### src/rtl/scan_seq_pkg.sv
`timescale 1ns/1ps
package scan_seq_pkg;
  // Sequencer operating mode
  typedef enum logic [1:0] {
    SEQ_SINGLE = 2'd0,  // fixed channel, no scan limit armed
    SEQ_LOADED = 2'd1,  // fixed channel, limit loaded, waiting for arm write
    SEQ_SCAN   = 2'd2   // automatic scanning
  } seq_mode_e;
endpackage

### src/rtl/scan_cmd_ctrl.sv
`timescale 1ns/1ps
module scan_cmd_ctrl
  import scan_seq_pkg::*;
#(
  parameter int CW = 4
) (
  input  logic          clk_i,
  input  logic          rst_ni,
  input  logic          cmd_wr_i,
  input  logic [CW-1:0] cmd_chan_i,
  input  logic          cmd_fix_i,
  input  logic          dir_wr_i,
  input  logic          dir_up_i,
  output logic          load_evt_o,
  output logic          arm_evt_o,
  output logic          scan_active_o,
  output logic          scan_up_o,
  output logic          pend_up_o,
  output logic [CW-1:0] limit_o
);
  seq_mode_e     mode_q;
  logic [CW-1:0] limit_q;
  logic          pend_up_q;
  logic          scan_up_q;

  // named events for the address counter and the assertions
  assign load_evt_o    = cmd_wr_i & cmd_fix_i;
  assign arm_evt_o     = cmd_wr_i & ~cmd_fix_i & (mode_q == SEQ_LOADED);
  assign scan_active_o = (mode_q == SEQ_SCAN);
  assign scan_up_o     = scan_up_q;
  assign pend_up_o     = pend_up_q;
  assign limit_o       = limit_q;

  always_ff @(posedge clk_i) begin
    if (!rst_ni) begin
      mode_q    <= SEQ_SINGLE;
      limit_q   <= '0;
      pend_up_q <= 1'b0;
      scan_up_q <= 1'b0;
    end else begin
      if (dir_wr_i) pend_up_q <= dir_up_i;
      if (load_evt_o) begin
        mode_q  <= SEQ_LOADED;
        limit_q <= cmd_chan_i;
      end else if (arm_evt_o) begin
        mode_q    <= SEQ_SCAN;
        scan_up_q <= pend_up_q;
      end
    end
  end

  AST_SCAN_NEEDS_ARM: assert property (@(posedge clk_i) disable iff (!rst_ni)
    $rose(scan_active_o) |-> $past(cmd_wr_i && !cmd_fix_i));

  AST_ORDER_FROZEN: assert property (@(posedge clk_i) disable iff (!rst_ni)
    (scan_active_o && !cmd_wr_i) |=> (scan_active_o && $stable(scan_up_q)));

  AST_FIX_STOPS_SCAN: assert property (@(posedge clk_i) disable iff (!rst_ni)
    load_evt_o |=> !scan_active_o);
endmodule

### src/rtl/scan_addr_ctr.sv
`timescale 1ns/1ps
module scan_addr_ctr #(
  parameter int CW = 4
) (
  input  logic          clk_i,
  input  logic          rst_ni,
  input  logic          load_evt_i,
  input  logic [CW-1:0] load_chan_i,
  input  logic          arm_evt_i,
  input  logic          pend_up_i,
  input  logic          scan_active_i,
  input  logic          scan_up_i,
  input  logic [CW-1:0] limit_i,
  input  logic          conv_i,
  input  logic          clr_i,
  output logic [CW-1:0] addr_o
);
  logic [CW-1:0] addr_q;
  logic          restart_evt;
  logic          step_evt;

  function automatic logic [CW-1:0] first_chan(input logic up, input logic [CW-1:0] lim);
    return up ? '0 : lim;
  endfunction

  function automatic logic [CW-1:0] next_chan(input logic up, input logic [CW-1:0] a,
                                              input logic [CW-1:0] lim);
    if (up) return (a == lim) ? '0 : a + 1'b1;
    else    return (a == '0) ? lim : a - 1'b1;
  endfunction

  assign restart_evt = scan_active_i & clr_i & ~load_evt_i;
  assign step_evt    = scan_active_i & conv_i & ~clr_i & ~load_evt_i;

  always_ff @(posedge clk_i) begin
    if (!rst_ni)          addr_q <= '0;
    else if (load_evt_i)  addr_q <= load_chan_i;
    else if (arm_evt_i)   addr_q <= first_chan(pend_up_i, limit_i);
    else if (restart_evt) addr_q <= first_chan(scan_up_i, limit_i);
    else if (step_evt)    addr_q <= next_chan(scan_up_i, addr_q, limit_i);
  end

  assign addr_o = addr_q;

  AST_WITHIN_LIMIT: assert property (@(posedge clk_i) disable iff (!rst_ni)
    scan_active_i |-> (addr_q <= limit_i));

  AST_HOLD_SINGLE: assert property (@(posedge clk_i) disable iff (!rst_ni)
    (!scan_active_i && !load_evt_i && !arm_evt_i) |=> $stable(addr_q));

  AST_UP_STEP: assert property (@(posedge clk_i) disable iff (!rst_ni)
    (step_evt && scan_up_i && addr_q != limit_i) |=> (addr_q == CW'($past(addr_q) + 1'b1)));

  AST_UP_WRAP: assert property (@(posedge clk_i) disable iff (!rst_ni)
    (step_evt && scan_up_i && addr_q == limit_i) |=> (addr_q == '0));

  AST_DOWN_STEP: assert property (@(posedge clk_i) disable iff (!rst_ni)
    (step_evt && !scan_up_i && addr_q != '0) |=> (addr_q == CW'($past(addr_q) - 1'b1)));

  AST_DOWN_WRAP: assert property (@(posedge clk_i) disable iff (!rst_ni)
    (step_evt && !scan_up_i && addr_q == '0) |=> (addr_q == $past(limit_i)));

  AST_CLR_FIRST: assert property (@(posedge clk_i) disable iff (!rst_ni)
    restart_evt |=> (addr_q == (scan_up_i ? '0 : limit_i)));
endmodule

### src/rtl/scan_seq_top.sv
`timescale 1ns/1ps
module scan_seq_top #(
  parameter int NUM_CH = 16,
  localparam int CW = $clog2(NUM_CH)
) (
  input  logic          clk_i,
  input  logic          rst_ni,
  input  logic          cmd_wr_i,
  input  logic [CW-1:0] cmd_chan_i,
  input  logic          cmd_fix_i,
  input  logic          dir_wr_i,
  input  logic          dir_up_i,
  input  logic          conv_start_i,
  input  logic          acq_clr_i,
  output logic [CW-1:0] mux_chan_o
);
  logic          load_evt, arm_evt, scan_active, scan_up, pend_up;
  logic [CW-1:0] limit;

  scan_cmd_ctrl #(.CW(CW)) cmd_i (
    .clk_i         (clk_i),
    .rst_ni        (rst_ni),
    .cmd_wr_i      (cmd_wr_i),
    .cmd_chan_i    (cmd_chan_i),
    .cmd_fix_i     (cmd_fix_i),
    .dir_wr_i      (dir_wr_i),
    .dir_up_i      (dir_up_i),
    .load_evt_o    (load_evt),
    .arm_evt_o     (arm_evt),
    .scan_active_o (scan_active),
    .scan_up_o     (scan_up),
    .pend_up_o     (pend_up),
    .limit_o       (limit)
  );

  scan_addr_ctr #(.CW(CW)) addr_i (
    .clk_i         (clk_i),
    .rst_ni        (rst_ni),
    .load_evt_i    (load_evt),
    .load_chan_i   (cmd_chan_i),
    .arm_evt_i     (arm_evt),
    .pend_up_i     (pend_up),
    .scan_active_i (scan_active),
    .scan_up_i     (scan_up),
    .limit_i       (limit),
    .conv_i        (conv_start_i),
    .clr_i         (acq_clr_i),
    .addr_o        (mux_chan_o)
  );

  AST_OUT_CHANGES_LATE: assert property (@(posedge clk_i) disable iff (!rst_ni)
    (!cmd_wr_i && !conv_start_i && !acq_clr_i) |=> $stable(mux_chan_o));
endmodule

### config.mk
export PLATFORM = sky130hd
export DESIGN_NAME = scan_seq_top
export DESIGN_NICKNAME = d
export VERILOG_FILES = /design/src/rtl/scan_seq_pkg.sv /design/src/rtl/scan_cmd_ctrl.sv /design/src/rtl/scan_addr_ctr.sv /design/src/rtl/scan_seq_top.sv
export SDC_FILE = /design/constraint.sdc
export NUM_CORES = 1
export LEC_CHECK = 0
export ABC_AREA = 1
export BUFFER_PORTS_ARGS = -buffer_cell sky130_fd_sc_hd__buf_2
export CORE_MARGIN = 1
export CORE_UTILIZATION = 30
export DETAILED_ROUTE_END_ITERATION = 7
export GPL_ROUTABILITY_DRIVEN = 0
export HOLD_SLACK_MARGIN = 0.03
export RECOVER_POWER = 50
export SLEW_MARGIN = 20
export SYNTH_ARGS = -nofsm -noshare
export SYNTH_HDL_FRONTEND = slang
export SYNTH_HIERARCHICAL = 1
export SYNTH_SLANG_ARGS = --single-unit
### constraint.sdc
create_clock -name clk_i -period 1.6 [get_ports clk_i]
set_input_delay 0.08 -clock clk_i [delete_from_list [all_inputs] [get_ports clk_i]]
set_output_delay 0.08 -clock clk_i [all_outputs]
set_load 0.02 [all_outputs]
==> metrics.yaml <==
detailed_routing:
  wl_per_cell_um: 10.4
  vias_per_cell: 4.68
  drtIter0Drc: 14
  wl_um: 2020
  route.detailed.drc: 0
  num_vias: 907
  ant_nets: 0
  dr.pass1.iters: 4
timing:
  tightest_slew_ns: 0.362
  final.setup.tns_ns: 0
  final-hold-violation-count: 0
  fin_worst_skew_ns: 0.00271
  fmax_mhz: 698
  setup_viol: 0
  slew_headroom_pct: 75.8
  worst_hold_slack_ns: 0.0827
  timing.final.crit_share_pct: 89.5
  rsz0062_at_grt: "no"
  setup_ws_ns: 0.167
  period_minus_slack_ns: 1.43
  maxSlewViolCount: 0
logic_synthesis:
  synthCells: 141
  synthSimpleGateAreaFrac_pct: 42.1
  syn-cell-area_um2: 888
  yosys_warnings: 6
  synth_nets: 155
  synth_cell_types: 23
  synth-adder-area-share_pct: 2.82
  muxShareOfSynthArea_pct: 0
  synth_top_family_by_area: "simple AND/OR/NAND/NOR gates"
  synth_compound_area_share_pct: 15.2
  synthXorXnorAreaFrac_pct: 1.97
  syn_area_per_cell_um2: 6.30
  ys_seq_elements: 12
  ys_seq_area_share_pct: 27.0
hold_path:
  hp-start: "cmd_chan_i[2]"
  hold_path_depth: 3
  hold_path_class: "primary input to flop"
  hold_path_end: "cmd_i/limit_o[2]$_SDFFE_PN0P_"
die:
  dieArea_um2: 3180
  die-width_um: 56.4
  num_rows: 19
  core_um2: 2780
  io_pins: 16
  initial_core_util_pct: 31.9
  die_y_um: 56.4
final_layout:
  area.growth.synth_to_final_pct: 18.0
  finalInstanceArea_um2: 1050
  drive_gt1_share_pct: 30.7
  seq_area_um2: 241
  multi_input_area_um2: 544
  layout_common_cells: "41 x nand2_1, 14 x inv_1, 14 x buf_2"
  final_common_cell: "nand2_1"
  nNetsFinal: 179
  n_antenna_cell: 0
  utilization_pct: 37.7
  fill_cells: 294
worst_setup_path:
  slowest_stage: "dfxtp_2"
  startpoint_type: "flop"
  slowest_delay_ns: 0.39
  end_kind: "flop"
  reg2reg_depth: 13
  crit_path_frequent_cell: "nand2_1"
  cp.required_ns: 1.81
  rr_startpoint: "addr_i/addr_o[0]$_SDFFE_PN0P_"
  critPathMaxFanout: 6
  crit_chain: "inv_2, ha_1, inv_2, nor2_4, nand2_2, nand2_2, nor2_2, nand2_1, nand2_1, nand2_1, nand2_1, nand2_1, a21oi_2"
  rr_endpoint: "addr_i/addr_o[3]$_SDFFE_PN0P_"
  arrival_ns: 1.64
  crit_type: "flop to flop"
  rrSetupSlack_ns: 0.17
place:
  io_buffers: 15
  hpwl_um: 1640
  postPlaceCellArea_um2: 1010
  dp_slack_ns: 0.112
cts:
  clock_sinks: 12
  cts_max_level: 1
  clk_latency_ns: 0.27
  post_cts_buffers: 0
  cts_tree: "done"
  cts_buffer_depth: 2
  clk_pin_slew_worst_paths_ns: 0.07
  cts_root_buf: "clkbuf_4"
  numCtsBuffers: 3
global_routing:
  grt_overflow: 0
  grt_usage_pct: 13.3
  grt_pass1_wl_um: 3370
  grt_pass1_vias: 836
  antenna_found_initial: 0
  grt_max_degree: 13
outcome:
  status: "complete, no violations"
flow_run:
  maxCapViolCount: 0
pwr:
  power.density_nw_per_um2: 812
  max-vdd-ir-drop_mv: 0.462
  p_leak_nw: 0.546
## how the worst max path moves through the flow
stage                                       start                       endpoint  slack (ns)
floorplan           addr_i/addr_o[0]$_SDFFE_PN0P_  addr_i/addr_o[3]$_SDFFE_PN0P_        0.11
detailed placement  addr_i/addr_o[0]$_SDFFE_PN0P_  addr_i/addr_o[3]$_SDFFE_PN0P_        0.11
CTS                 addr_i/addr_o[0]$_SDFFE_PN0P_  addr_i/addr_o[3]$_SDFFE_PN0P_        0.09
finish              addr_i/addr_o[0]$_SDFFE_PN0P_  addr_i/addr_o[3]$_SDFFE_PN0P_        0.17
global placement    addr_i/addr_o[0]$_SDFFE_PN0P_  addr_i/addr_o[3]$_SDFFE_PN0P_        0.19
global route         cmd_i/mode_q[0]$_SDFFE_PN0P_  addr_i/addr_o[0]$_SDFFE_PN0P_        0.04
## cell type report
type	instances	area share (%)
clock buffer	3	2.15
inverter	22	8.11
multi-input combinational	106	51.9
sequential	12	23.0
tap	31	3.70
timing repair buffer	20	11.1
## power by group
part	leakage [nW]	internal, mW	switching (mW)
logic	0.433	0.125	0.189
registers	0.0993	0.323	0.0296
clock network	0.0138	0.0870	0.0970
## cells by family after synthesis
group / count (synthesis)
flops: 12
compound gates: 23
buf+inv: 23
xor+xnor: 2
simple gates: 79
fa+ha+maj: 2
## synth_stat cells, drive strengths merged
cell type  count  area, µm²
o21ai         11       55.1
dfxtp         12        240
nand3          7       45.0
or2            1       6.26
xor2           2       17.5
o311a          1       10.0
nand2         50        213
buf            1       11.3
nand3b         1       7.51
a21oi         10       57.6
nor2          18       90.1
nand4          2       12.5
ha             2       25.0
inv           22       85.1
a211oi         1       12.5
## metal layers
metal  track usage, %  routed length (µm)  share of wire, %  up-vias
li1                 -                   -                 -      490
met1             16.2                 962                48      399
met2             23.3                 983                49       16
met3             1.38                  57               2.8        2
met4             6.27                  18              0.89        0
met5                0                   0                 0        -
## state kept, by name (all words and copies together) (netlist names)
register	count
addr_i/addr_o	4
cmd_i/limit_o	4
cmd_i/mode_q	2
cmd_i/pend_up_o	1
cmd_i/scan_up_o	1
## timing repair
action / 4_1_cts / 5_1_grt
setup endpoints to repair: 0 / 3
hold endpoints to repair: 1 / 0
hold buffers: 2 / 0
gates resized for setup: 0 / 1
## worst max-delay path, delay by kind of cell, from the launching register on
kind                     cells  cell delay [ns]
AO/OA/AOI/OAI                1             0.10
adder cells (fa/ha/maj)      1             0.20
buffers and inverters        2             0.14
flip-flops                   1             0.39
AND/OR/NAND/NOR              9             0.54
## through the flow
stage | total power [mW] | std cells
floorplan | 0.593 | 141
global placement | 0.665 | 189
detailed placement | 0.675 | 189
CTS | 0.867 | 194
global route | 0.917 | 194
finish | 0.851 | 194
Note: power is estimated with default switching activity, not from simulation.
